### config.mk
export PLATFORM = sky130hd
export DESIGN_NAME = lvl_irq_agg
export DESIGN_NICKNAME = d
export VERILOG_FILES = /design/src/rtl/lvl_irq_agg_pkg.sv /design/src/rtl/lvl_irq_agg_regs.sv /design/src/rtl/lvl_irq_agg_fan.sv /design/src/rtl/lvl_irq_agg_wake.sv /design/src/rtl/lvl_irq_agg.sv
export SDC_FILE = /design/constraint.sdc
export NUM_CORES = 1
export LEC_CHECK = 0
export BUFFER_PORTS_ARGS = -buffer_cell sky130_fd_sc_hd__buf_2
export CORE_AREA = 4 4 182 184
export DETAILED_ROUTE_END_ITERATION = 8
export DIE_AREA = 0 0 186 188
export PLACE_DENSITY = 0.65
export SLEW_MARGIN = 20
export SYNTH_ARGS = -nofsm -noshare
export SYNTH_HDL_FRONTEND = slang
export SYNTH_SLANG_ARGS = --single-unit
export TNS_END_PERCENT = 30
### constraint.sdc
create_clock -name clk -period 1.78 [get_ports clk]
set_input_delay 0.089 -clock clk [delete_from_list [all_inputs] [get_ports clk]]
set_output_delay 0.089 -clock clk [all_outputs]
set_load 0.005 [all_outputs]
### src/rtl/lvl_irq_agg_pkg.sv
package lvl_irq_agg_pkg;
   localparam int WORD_BITS = 32;
   localparam int MAX_WORDS = 4;
   localparam int WIDX_LSB  = 4;
   localparam int RSEL_LSB  = 2;
   localparam int MAP_BITS  = 6;

   typedef enum logic [1:0] {
      RSEL_ENABLE = 2'd0,
      RSEL_STATUS = 2'd1,
      RSEL_WAKE   = 2'd2,
      RSEL_NONE   = 2'd3
   } rsel_e;
endpackage

### src/rtl/lvl_irq_agg_regs.sv
module lvl_irq_agg_regs
   import lvl_irq_agg_pkg::*;
#(
   parameter int NUM_WORDS = 4,
   parameter int ADDR_W    = 8,
   parameter logic [NUM_WORDS*WORD_BITS-1:0] FWD_INIT = '0,
   parameter logic [NUM_WORDS*WORD_BITS-1:0] USED     = '1
) (
   input  logic                              clk,
   input  logic                              rst_n,
   input  logic [NUM_WORDS*WORD_BITS-1:0]    src_in,
   input  logic                              bus_sel,
   input  logic                              bus_wr,
   input  logic [ADDR_W-1:0]                 bus_addr,
   input  logic [WORD_BITS-1:0]              bus_wdata,
   output logic [WORD_BITS-1:0]              bus_rdata,
   output logic [NUM_WORDS*WORD_BITS-1:0]    en_o,
   output logic [NUM_WORDS*WORD_BITS-1:0]    wake_en_o
);
   localparam logic [NUM_WORDS*WORD_BITS-1:0] EN_RST = FWD_INIT & USED;

   logic       in_map;
   logic [1:0] widx;
   rsel_e      rsel;

   assign in_map = (bus_addr >> MAP_BITS) == '0;
   assign widx   = bus_addr[WIDX_LSB +: 2];
   assign rsel   = rsel_e'(bus_addr[RSEL_LSB +: 2]);

   for (genvar w = 0; w < NUM_WORDS; w++) begin : g_word
      logic hit;
      assign hit = bus_sel && bus_wr && in_map && (widx == 2'(w));

      always_ff @(posedge clk or negedge rst_n) begin
         if (!rst_n) begin
            en_o[w*WORD_BITS +: WORD_BITS]      <= EN_RST[w*WORD_BITS +: WORD_BITS];
            wake_en_o[w*WORD_BITS +: WORD_BITS] <= '0;
         end else if (hit) begin
            if (rsel == RSEL_ENABLE)
               en_o[w*WORD_BITS +: WORD_BITS] <= bus_wdata & USED[w*WORD_BITS +: WORD_BITS];
            if (rsel == RSEL_WAKE)
               wake_en_o[w*WORD_BITS +: WORD_BITS] <= bus_wdata & USED[w*WORD_BITS +: WORD_BITS];
         end
      end
   end

   always_comb begin
      bus_rdata = '0;
      for (int w = 0; w < NUM_WORDS; w++) begin
         if (in_map && (widx == 2'(w))) begin
            case (rsel)
               RSEL_ENABLE: bus_rdata = en_o[w*WORD_BITS +: WORD_BITS];
               RSEL_STATUS: bus_rdata = src_in[w*WORD_BITS +: WORD_BITS];
               RSEL_WAKE:   bus_rdata = wake_en_o[w*WORD_BITS +: WORD_BITS];
               default:     bus_rdata = '0;
            endcase
         end
      end
   end


   stat_wr_chk: assert property (@(posedge clk) disable iff (!rst_n)
      (bus_sel && bus_wr && rsel == RSEL_STATUS) |=> ($stable(en_o) && $stable(wake_en_o)));
endmodule

### src/rtl/lvl_irq_agg_fan.sv
module lvl_irq_agg_fan
   import lvl_irq_agg_pkg::*;
#(
   parameter int NUM_WORDS   = 4,
   parameter int NUM_PARENTS = 2,
   parameter logic [NUM_PARENTS*NUM_WORDS*WORD_BITS-1:0] ROUTE = '1
) (
   input  logic                              clk,
   input  logic                              rst_n,
   input  logic [NUM_WORDS*WORD_BITS-1:0]    src_in,
   input  logic [NUM_WORDS*WORD_BITS-1:0]    en_i,
   input  logic                              low_power,
   output logic [NUM_PARENTS-1:0]            parent_irq
);
   localparam int SPAN = NUM_WORDS * WORD_BITS;

   logic [SPAN-1:0] live;
   assign live = src_in & en_i;

   for (genvar p = 0; p < NUM_PARENTS; p++) begin : g_parent
      logic hit;
      assign hit = |(live & ROUTE[p*SPAN +: SPAN]);

      always_ff @(posedge clk or negedge rst_n) begin
         if (!rst_n) parent_irq[p] <= 1'b0;
         else        parent_irq[p] <= hit && !low_power;
      end
   end


   lp_gate_chk: assert property (@(posedge clk) disable iff (!rst_n)
      low_power |=> (parent_irq == '0));
endmodule

### src/rtl/lvl_irq_agg_wake.sv
module lvl_irq_agg_wake
   import lvl_irq_agg_pkg::*;
#(
   parameter int NUM_WORDS = 4
) (
   input  logic                           clk,
   input  logic                           rst_n,
   input  logic [NUM_WORDS*WORD_BITS-1:0] src_in,
   input  logic [NUM_WORDS*WORD_BITS-1:0] wake_en_i,
   output logic                           wake_irq
);
   logic [NUM_WORDS-1:0] word_hit;

   for (genvar w = 0; w < NUM_WORDS; w++) begin : g_word
      assign word_hit[w] = |(src_in[w*WORD_BITS +: WORD_BITS] & wake_en_i[w*WORD_BITS +: WORD_BITS]);
   end

   always_ff @(posedge clk or negedge rst_n) begin
      if (!rst_n) wake_irq <= 1'b0;
      else        wake_irq <= |word_hit;
   end


   wake_on_chk: assert property (@(posedge clk) disable iff (!rst_n)
      (|(src_in & wake_en_i)) |=> wake_irq);

   wake_off_chk: assert property (@(posedge clk) disable iff (!rst_n)
      !(|(src_in & wake_en_i)) |=> !wake_irq);
endmodule

### src/rtl/lvl_irq_agg.sv
module lvl_irq_agg
   import lvl_irq_agg_pkg::*;
#(
   parameter int NUM_WORDS   = 4,
   parameter int NUM_PARENTS = 2,
   parameter int ADDR_W      = 8,
   parameter bit ROUTE_EN    = 1'b0,
   parameter logic [NUM_PARENTS*NUM_WORDS*32-1:0] ROUTE_MASK = '1,
   parameter logic [NUM_WORDS*32-1:0]             FWD_INIT   = '0
) (
   input  logic                    clk,
   input  logic                    rst_n,
   input  logic [NUM_WORDS*32-1:0] src_in,
   input  logic                    bus_sel,
   input  logic                    bus_wr,
   input  logic [ADDR_W-1:0]       bus_addr,
   input  logic [31:0]             bus_wdata,
   output logic [31:0]             bus_rdata,
   input  logic                    low_power,
   output logic [NUM_PARENTS-1:0]  parent_irq,
   output logic                    wake_irq
);
   localparam int SPAN = NUM_WORDS * WORD_BITS;
   localparam logic [NUM_PARENTS*SPAN-1:0] ROUTE_EFF = ROUTE_EN ? ROUTE_MASK : '1;

   function automatic logic [SPAN-1:0] calc_used();
      logic [SPAN-1:0] acc = '0;
      for (int p = 0; p < NUM_PARENTS; p++) acc |= ROUTE_EFF[p*SPAN +: SPAN];
      return acc;
   endfunction

   localparam logic [SPAN-1:0] USED = calc_used();

   if (NUM_WORDS < 1 || NUM_WORDS > MAX_WORDS) begin : g_bad_words
      $error("lvl_irq_agg: NUM_WORDS must lie in 1..4");
   end
   if (NUM_PARENTS < 1) begin : g_bad_parents
      $error("lvl_irq_agg: NUM_PARENTS must be at least 1");
   end
   if (ADDR_W < MAP_BITS) begin : g_bad_addr
      $error("lvl_irq_agg: ADDR_W too narrow for the register map");
   end

   logic [SPAN-1:0] en_w;
   logic [SPAN-1:0] wake_en_w;

   lvl_irq_agg_regs #(
      .NUM_WORDS (NUM_WORDS),
      .ADDR_W    (ADDR_W),
      .FWD_INIT  (FWD_INIT),
      .USED      (USED)
   ) u_regs (
      .clk       (clk),
      .rst_n     (rst_n),
      .src_in    (src_in),
      .bus_sel   (bus_sel),
      .bus_wr    (bus_wr),
      .bus_addr  (bus_addr),
      .bus_wdata (bus_wdata),
      .bus_rdata (bus_rdata),
      .en_o      (en_w),
      .wake_en_o (wake_en_w)
   );

   lvl_irq_agg_fan #(
      .NUM_WORDS   (NUM_WORDS),
      .NUM_PARENTS (NUM_PARENTS),
      .ROUTE       (ROUTE_EFF)
   ) u_fan (
      .clk        (clk),
      .rst_n      (rst_n),
      .src_in     (src_in),
      .en_i       (en_w),
      .low_power  (low_power),
      .parent_irq (parent_irq)
   );

   lvl_irq_agg_wake #(
      .NUM_WORDS (NUM_WORDS)
   ) u_wake (
      .clk       (clk),
      .rst_n     (rst_n),
      .src_in    (src_in),
      .wake_en_i (wake_en_w),
      .wake_irq  (wake_irq)
   );

   for (genvar p = 0; p < NUM_PARENTS; p++) begin : g_chk

      par_on_chk: assert property (@(posedge clk) disable iff (!rst_n)
         (!low_power && |(src_in & en_w & ROUTE_EFF[p*SPAN +: SPAN])) |=> parent_irq[p]);

      par_off_chk: assert property (@(posedge clk) disable iff (!rst_n)
         !(|(src_in & en_w & ROUTE_EFF[p*SPAN +: SPAN])) |=> !parent_irq[p]);
   end


   unused_en_chk: assert property (@(posedge clk) disable iff (!rst_n)
      ((en_w | wake_en_w) & ~USED) == '0);
endmodule

=== After elaboration in Yosys (flattened, before gate mapping) ===
Index checks and enable logic that the tools add are counted.

* Register bits: 258
* Input port bits: 173
* Word-level logic and storage cells: 53

* Equality and inequality tests: 5
* Mux-type cells: 8
* Bitwise operators: 5
* Reductions and logical operators: 25

{| class="wikitable"
|+ Operators with widths
! cell !! number
|-
| 32-bit one-hot mux with 3 select lines || 4
|-
| 128-bit OR reduction || 2
|-
| 128-bit bitwise AND || 1
|-
| 32-bit bitwise AND || 4
|-
| 32-bit 2-to-1 mux || 4
|-
| 2-bit AND reduction || 8
|-
| 1-bit logical AND || 11
|-
| 8-bit logical NOT || 1
|-
| 2-bit == test, second input constant || 3
|-
| 2-bit by 1-bit == test with 1-bit output, second input constant || 2
|-
| 2-bit logical NOT || 2
|-
| 1-bit logical NOT || 1
|}

=== Depth between registers and ports, before layout ===
Gate-level depths: netlist of run 1.

* Depth in word-level cells: 6
* Depth in mapped cells: 9

=== Cells and area by module ===
From an unflattened synthesis of run 1, not the netlist that was laid out.

* Cell total of the unflattened synthesis: 1,158
* Area, all modules: 14,176.1 µm²

{| class="wikitable"
|+ By module, submodules not included
! module !! times used !! cells each !! area each (µm²)
|-
| lvl_irq_agg_regs || 1 || 996 || 12,749.7
|-
| lvl_irq_agg_fan || 1 || 82 || 720.7
|-
| lvl_irq_agg_wake || 1 || 80 || 705.7
|}

=== Least setup slack after synthesis of run 1 ===
No wires, ideal clock.

* Kind: input -> register
* From: in bus_addr[2]
* To: reg u_regs.wake_en_o[65]
* Setup time: 0.128 ns
* Arrival time: 1.459 ns
* Data required time: 1.652 ns
* Setup slack: 0.193 ns
* Stages: 7
* Path through: clkbuf_1 -> inv_1 -> nand4_1 -> or3b_1 -> clkbuf_1 -> buf_2 -> mux2_1

* Cells in the longest elaborated chain, start to end: 2

{| class="wikitable"
|+ RTL lines
! element !! line !! RTL
|-
| start, declared || lvl_irq_agg.sv:16 || <nowiki>input logic [ADDR_W-1:0] bus_addr,</nowiki>
|-
| 2-bit == test || lvl_irq_agg_regs.sv:41 || <nowiki>if (rsel == RSEL_WAKE)</nowiki>
|-
| 2-bit AND reduction (no line) || n/a ||
|-
| end signal, assigned by index || lvl_irq_agg_regs.sv:42 || <nowiki>wake_en_o[w*WORD_BITS +: WORD_BITS] <= bus_wdata & USED[w*WORD_BITS +: WORD_BITS];</nowiki>
|-
| end, declared || lvl_irq_agg_regs.sv:18 || <nowiki>output logic [NUM_WORDS*WORD_BITS-1:0] wake_en_o</nowiki>
|}

No other way between the ends.
A chain may end at the register's enable or synchronous reset.

=== Worst setup path after layout of run 1 ===
* From: reg u_regs.en_o[85]
* To: out bus_rdata[21]

* Cells in the longest elaborated chain, start to end: 3

{| class="wikitable"
|+ RTL lines
! element !! line !! RTL
|-
| start, declared || lvl_irq_agg_regs.sv:17 || <nowiki>output logic [NUM_WORDS*WORD_BITS-1:0] en_o,</nowiki>
|-
| start signal, assigned by index || lvl_irq_agg_regs.sv:36 || <nowiki>en_o[w*WORD_BITS +: WORD_BITS] <= EN_RST[w*WORD_BITS +: WORD_BITS];</nowiki>
|-
| start signal, assigned by index || lvl_irq_agg_regs.sv:40 || <nowiki>en_o[w*WORD_BITS +: WORD_BITS] <= bus_wdata & USED[w*WORD_BITS +: WORD_BITS];</nowiki>
|-
| 32-bit one-hot mux with 3 select lines || lvl_irq_agg_regs.sv:51 || <nowiki>case (rsel)</nowiki>
|-
| 32-bit 2-to-1 mux (2 in a row) || lvl_irq_agg_regs.sv:50 || <nowiki>if (in_map && (widx == 2'(w))) begin</nowiki>
|-
| end, declared || lvl_irq_agg.sv:18 || <nowiki>output logic [31:0] bus_rdata,</nowiki>
|}

No other way between the ends.

==> impl_metrics.tcl, run 1 <==
set metrics [dict create \
    topRoutingLayerUsed "met4" \
    chipWidth_um 186 \
    grt_pass1_vias 13210 \
    finalMaxSlewViolations 0 \
    fmax_ghz 0.5252 \
    ant_nets 0 \
    wl_per_cell_um 31.02 \
    swShare_pct 29.39 \
    worstPathArrival_ns 1.81 \
    syn_nets 1433 \
    met1Wirelength_um 23990 \
    status "finished, violations left" \
    ys.flop_type "dfrtp_1" \
    htreeDepth 1 \
    wl_met3_um 7319 \
    rsz0062_at_grt "yes" \
    first_iter_violations 1870 \
    area_delta_synth_final_pct 28.76 \
    firstDrtPassIters 5 \
    cts_root_buffer "clkbuf_16" \
    die_y_um 188 \
    hold_viol_final 0 \
    combPwrFrac_pct 19.2 \
    core_area_mm2 0.03139 \
    drive_gt1_share_pct 41.04 \
    layout_commonest_cell "dfrtp_1" \
    drc 0 \
    drt-total-wl_um 61990 \
    synth_area_leaders "dfrtp_1, mux2_2, mux2i_1" \
    synth_seq_cells 258 \
    io_pins 208 \
    setup_viol 27 \
    n_antenna_cell 0 \
    grt_use_total_pct 34.56 \
    path_clk_slew_ns 0.06 \
    final_nets 1750 \
    ys.warnings.count 0 \
    max_slew_margin_pct 60.53 \
    min_period_ns 1.904 \
    clock-sinks 258 \
    intPower_uw 11140 \
    setup.worst_path.class "register to output pin" \
    total_power_uw 15780 \
    startpoint_type "register" \
    hold_path_class "input port to register" \
    period_share_pct 107.0 \
    ys_async_sr_fraction_pct 100.0 \
    power.static_leakage_uw 0.008674 \
    synth_top_area_share_pct 45.82 \
    clockBufferDepth 3 \
    dieArea_mm2 0.03497 \
    tightest_slew_ns 0.5920 \
    synth_area_leader_cell "dfrtp_1" \
    end_kind "output pin" \
    place_congestion 0.9626 \
    synth_cells 1260 \
    ir_drop_mv 0.8738 \
    switchingPower_uw 4637 \
    grt_pass1_wl_um 89420 \
    avgSynthCellArea_um2 11.18 \
    fin_skew_ns 0.006608 \
    most-common-layout-cells "dfrtp_1, mux2_2, buf_2, nand2_1, buf_4" \
    crit_required_ns 1.69 \
    crit_fanout 3 \
    violations "setup timing" \
    initial_core_util_pct 44.88 \
    cts_tree "yes" \
    vias_per_cell 6.711 \
    syn_area_mm2 0.01409 \
    rows 65 \
    grt_start_max_net_pins 55 \
    dp_hpwl_um 46080 \
    setup_ws_ns -0.1239 \
    portBuffers 205 \
    synthDistinctLibCells 31 \
    clkLatencyLatePin_ns 0.57 \
    cts-buffers-inserted 29 \
    wl_met2_um 27120 \
    fillCellCount 2684 \
    synth-edff-count 0 \
    pwr-share-clk_pct 37.6 \
    power.density_mw_per_mm2 869.6 \
    p_seq_share_pct 43.2 \
    antenna_found_initial 1 \
    dr_total_vias 13410 \
    cap_violations 0 \
    dp_slack_ns -0.1357 \
    gr-total-overflow 0 \
    ys_seq_area_share_pct 45.82 \
]
cell families after synthesis:
logic type / count (synthesis) / synth area share (%)
AO/OA/AOI/OAI: 385 / 18.80
buffers and inverters: 95 / 2.753
flip-flops: 258 / 45.82
multiplexers: 352 / 27.28
AND/OR/NAND/NOR: 170 / 5.346
final timing paths:
check | start | to | slack [ns] | cells after the start
setup reg to reg | u_regs.en_o[65] | u_fan.parent_irq[1] | -0.10 | 8
hold reg to reg | u_regs.wake_en_o[70] | u_regs.wake_en_o[70] | 0.52 | 1
max in group asynchronous | rst_n | u_regs.wake_en_o[7] | 1.06 | 3
setup / recovery | u_regs.en_o[85] | bus_rdata[21] | -0.12 | 5
min in group asynchronous | rst_n | u_regs.en_o[72] | 0.05 | 2
hold / removal | src_in[109] | u_wake.wake_irq | 0.02 | 5
registers in the layout (all words and copies together) (netlist names):
name	flops
u_fan.parent_irq	1
u_wake.wake_irq	1
u_regs.wake_en_o	128
u_regs.en_o	128
per-stage QoR:
| stage | hold slack (ns) | setup TNS [ns] | utilization, % | cells | area, um2 |
|---|---|---|---|---|---|
| after global routing | 0.01862 | -3.821 | 57.79 | 1998 | 18140 |
| after detailed placement | 0.06358 | -0.3937 | 52.91 | 1901 | 16610 |
| final | 0.01676 | -1.873 | 57.79 | 1998 | 18140 |
| after floorplan | -0.2066 | 0 | - | 1260 | 14090 |
| after global placement | 0.06235 | -0.4254 | 52.91 | 1901 | 16610 |
| after CTS | 0.0002816 | -1.526 | 57.66 | 1997 | 18100 |
metal layers:
layer,track usage [%],vias to the layer above
met1,48.13,6726
met3,8.070,207
met5,0,-
met2,51.66,952
li1,-,5523
met4,14.83,0
layout make-up:
type                    count  area, um2  area share [%]
inverters                   3      11.26         0.06207
flip-flops and latches    258       6457           35.59
repair buffers            378       2773           15.28
multi-input cells         907       7490           41.28
well taps                 402      503.0           2.772
clock buffers              42      814.5           4.490
clock inverters             8      93.84          0.5172
synth_stat cells (9+ instances only):
cell type and number:
o211ai_1 26, dfrtp_1 258, buf_1 13, o21ai_0 128, mux2i_1 96, clkbuf_1 56
a22o_1 39, a221oi_1 39, mux2_2 222, mux2_1 34, nand3_1 9, o22ai_1 26
buf_2 22, nand2_1 126, a22oi_1 114, nand4_1 18
power by group through the flow:
stage               Sequential, uW  Clock, uW  Combinational, uW
finish                        6810       5940               3030
floorplan                     6700          0               1290
global placement              6870          0               2720
global route                  6840       6160               3180
detailed placement            6890          0               2750
CTS                           6780       5940               2930
worst max-delay path, cell delays in order (launching register included):
cell and delay, ns:
dfrtp_1 0.36, mux2i_1 0.09, o21ai_2 0.23, o211ai_1 0.15, a22oi_1 0.25, buf_2 0.17
timing repair:
| item | 4_1_cts | 5_1_grt |
|---|---|---|
| buffers inserted | 15 | 3 |
| hold buffers | 35 | 0 |
| pin swaps | 38 | 14 |
| resized for setup | 58 | 17 |
| cloned | 0 | 0 |
| endpoints found under the setup margin | 30 | 34 |
| hold endpoints to repair | 480 | 0 |
Note: power is estimated with default switching activity, not from simulation.
==> inputs of run 2 (changes only) <==
- MAX_ROUTING_LAYER: default -> met4
- PLACE_DENSITY: 0.65 -> 0.63
==> impl_metrics.tcl, run 2 (same netlist as run 1, synthesis figures left out) <==
set metrics [dict create \
    status "finished, violations left" \
    violations "setup timing" \
    antenna_found_initial 1 \
    core_area_mm2 0.03139 \
    hold_viol_final 0 \
    timing.setup.tns_ns -1.840 \
    vias_per_cell 6.773 \
    tightest_slew_ns 0.5708 \
    area_delta_synth_final_pct 30.87 \
    final_nets 1779 \
    layout_commonest_cell "dfrtp_1" \
    fmax_ghz 0.5062 \
    setup_ws_ns -0.1956 \
    crit_required_ns 1.69 \
    cpPeakStageDelay_ns 0.36 \
    dr_total_vias 13720 \
    firstDrtPassIters 5 \
    drt-total-wl_um 64630 \
    power.static_leakage_uw 0.008814 \
    ant_nets 0 \
    rsz0062_at_grt "yes" \
    portBuffers 205 \
    htreeDepth 1 \
    initial_core_util_pct 44.88 \
    drc 0 \
    r2r-start "u_regs.wake_en_o[67]" \
    wl_per_cell_um 31.90 \
    pwr-share-clk_pct 37.3 \
    hold_path_class "input port to asynchronous set/reset pin" \
    path_clk_slew_ns 0.06 \
    cap_violations 0 \
    chipWidth_um 186 \
    p_seq_share_pct 42.9 \
    crit_fanout 2 \
    gr-total-overflow 0 \
    fillCellCount 2705 \
    rr_endpoint "u_wake.wake_irq" \
    rows 65 \
    place_congestion 0.9936 \
    largest_registers "u_regs.en_o: 128 flops, u_regs.wake_en_o: 128 flops" \
    max_slew_margin_pct 61.94 \
    combPwrFrac_pct 19.7 \
    finalMaxSlewViolations 0 \
    worst_r2r_path_depth 5 \
    clockBufferDepth 3 \
    fin_skew_ns 0.009174 \
    swShare_pct 29.57 \
    grt_start_max_net_pins 69 \
    cts_tree "yes" \
    rrSetupSlack_ns -0.01 \
    first_iter_violations 1805 \
    path_cells "buf_6 > mux2i_2 > a2bb2oi_2 > o21ai_2 > nand2_1 > a22oi_2 > buf_2" \
    stdcell_area_mm2 0.01844 \
    clkLatencyLatePin_ns 0.56 \
    cts-buffers-inserted 29 \
    setup_viol 26 \
    grt_use_total_pct 37.09 \
    die_y_um 188 \
    drive_gt1_share_pct 43.50 \
    intPower_uw 11180 \
    crit_family "compound AO/OA/AOI/OAI gates" \
    setup.worst_path.class "register to output pin" \
    period_share_pct 111.0 \
    switchingPower_uw 4694 \
    final_util_pct 58.74 \
    io_pins 208 \
    grt_pass1_vias 13400 \
    cts_root_buffer "clkbuf_16" \
    most-common-layout-cells "dfrtp_1, mux2_2, buf_2, buf_4, nand2_1" \
    place_area_mm2 0.01685 \
    path_buf_inv 2 \
    worstPathArrival_ns 1.89 \
    min_period_ns 1.976 \
    crit_slowest_cell "dfrtp_1" \
    clock-sinks 258 \
    power.density_mw_per_mm2 860.9 \
    dieArea_mm2 0.03497 \
    end_kind "output pin" \
    dp_hpwl_um 47730 \
    ir_drop_mv 0.7916 \
    grt_pass1_wl_um 92600 \
    startpoint_type "register" \
]
==> run 2: cell types whose count changed in the layout (fill, tap and decap cells not counted), moves of 4 or more <==
| cell | previous run | this run |
|---|---|---|
| buf_4 | 111 | 140 |
| o21ai_0 | 91 | 77 |
| o21ai_1 | 30 | 41 |
| a22oi_1 | 96 | 87 |
| a22oi_2 | 18 | 27 |
| clkbuf_8 | 4 | 11 |
| buf_6 | 2 | 7 |
| clkbuf_1 | 9 | 5 |
| clkinv_2 | 5 | 1 |
==> run 2: how the worst max path moves through the flow <==
stage	from	to	slack, ns	cells past startpoint
floorplan	bus_addr[2]	u_regs.wake_en_o[65]	0.19	7
global placement	bus_addr[2]	bus_rdata[28]	-0.11	9
detailed placement	bus_addr[2]	bus_rdata[28]	-0.12	9
CTS	u_regs.en_o[68]	bus_rdata[4]	-0.18	7
global route	u_regs.en_o[68]	bus_rdata[4]	-0.25	7
finish	u_regs.en_o[68]	bus_rdata[4]	-0.20	7
==> run 2: area by class of cell <==
class	count	area, um2	share of cell area (%)
clock inverter	3	21.27	0.1154
antenna	1	2.502	0.01357
sequential	258	6460	35.03
clock buffer	45	895.9	4.859
multi-input combinational	907	7569	41.05
timing repair buffer	407	2977	16.14
tap	402	503.0	2.728
inverter	3	11.26	0.06107
==> run 2: timing repair <==
item / in CTS / in global routing
pin swaps: 37 / 35
endpoints found under the setup margin: 33 / 33
gates resized for setup: 74 / 38
endpoints found under the hold margin: 470 / 0
buffers inserted: 11 / 7
hold buffers: 32 / 0
==> run 2: stage by stage <==
step	cells	setup WS, ns	hold WS (ns)	total power [uW]
finish	2026	-0.1956	0.004786	15870
global route	2026	-0.2463	0.02910	16280
CTS	2020	-0.1827	0.007715	15730
detailed placement	1936	-0.1204	-0.006184	9736
global placement	1936	-0.1085	-0.005858	9693
floorplan	1260	0.1933	-0.2066	7991
==> run 2: routing by layer <==
layer | track usage (%) | wire length [um] | vias up
li1 | - | - | 5577
met1 | 50.90 | 25520 | 6901
met2 | 54.71 | 28440 | 1010
met3 | 7.081 | 7196 | 234
met4 | 13.99 | 3482 | 0
met5 | - | 0 | -
==> run 2: power by group through the flow <==
stage	Sequential [uW]	Combinational, uW	Clock, uW
after global placement	6880	2820	0
after global routing	6850	3290	6150
after detailed placement	6890	2840	0
after CTS	6790	3010	5930
after floorplan	6700	1290	0
final	6810	3130	5930
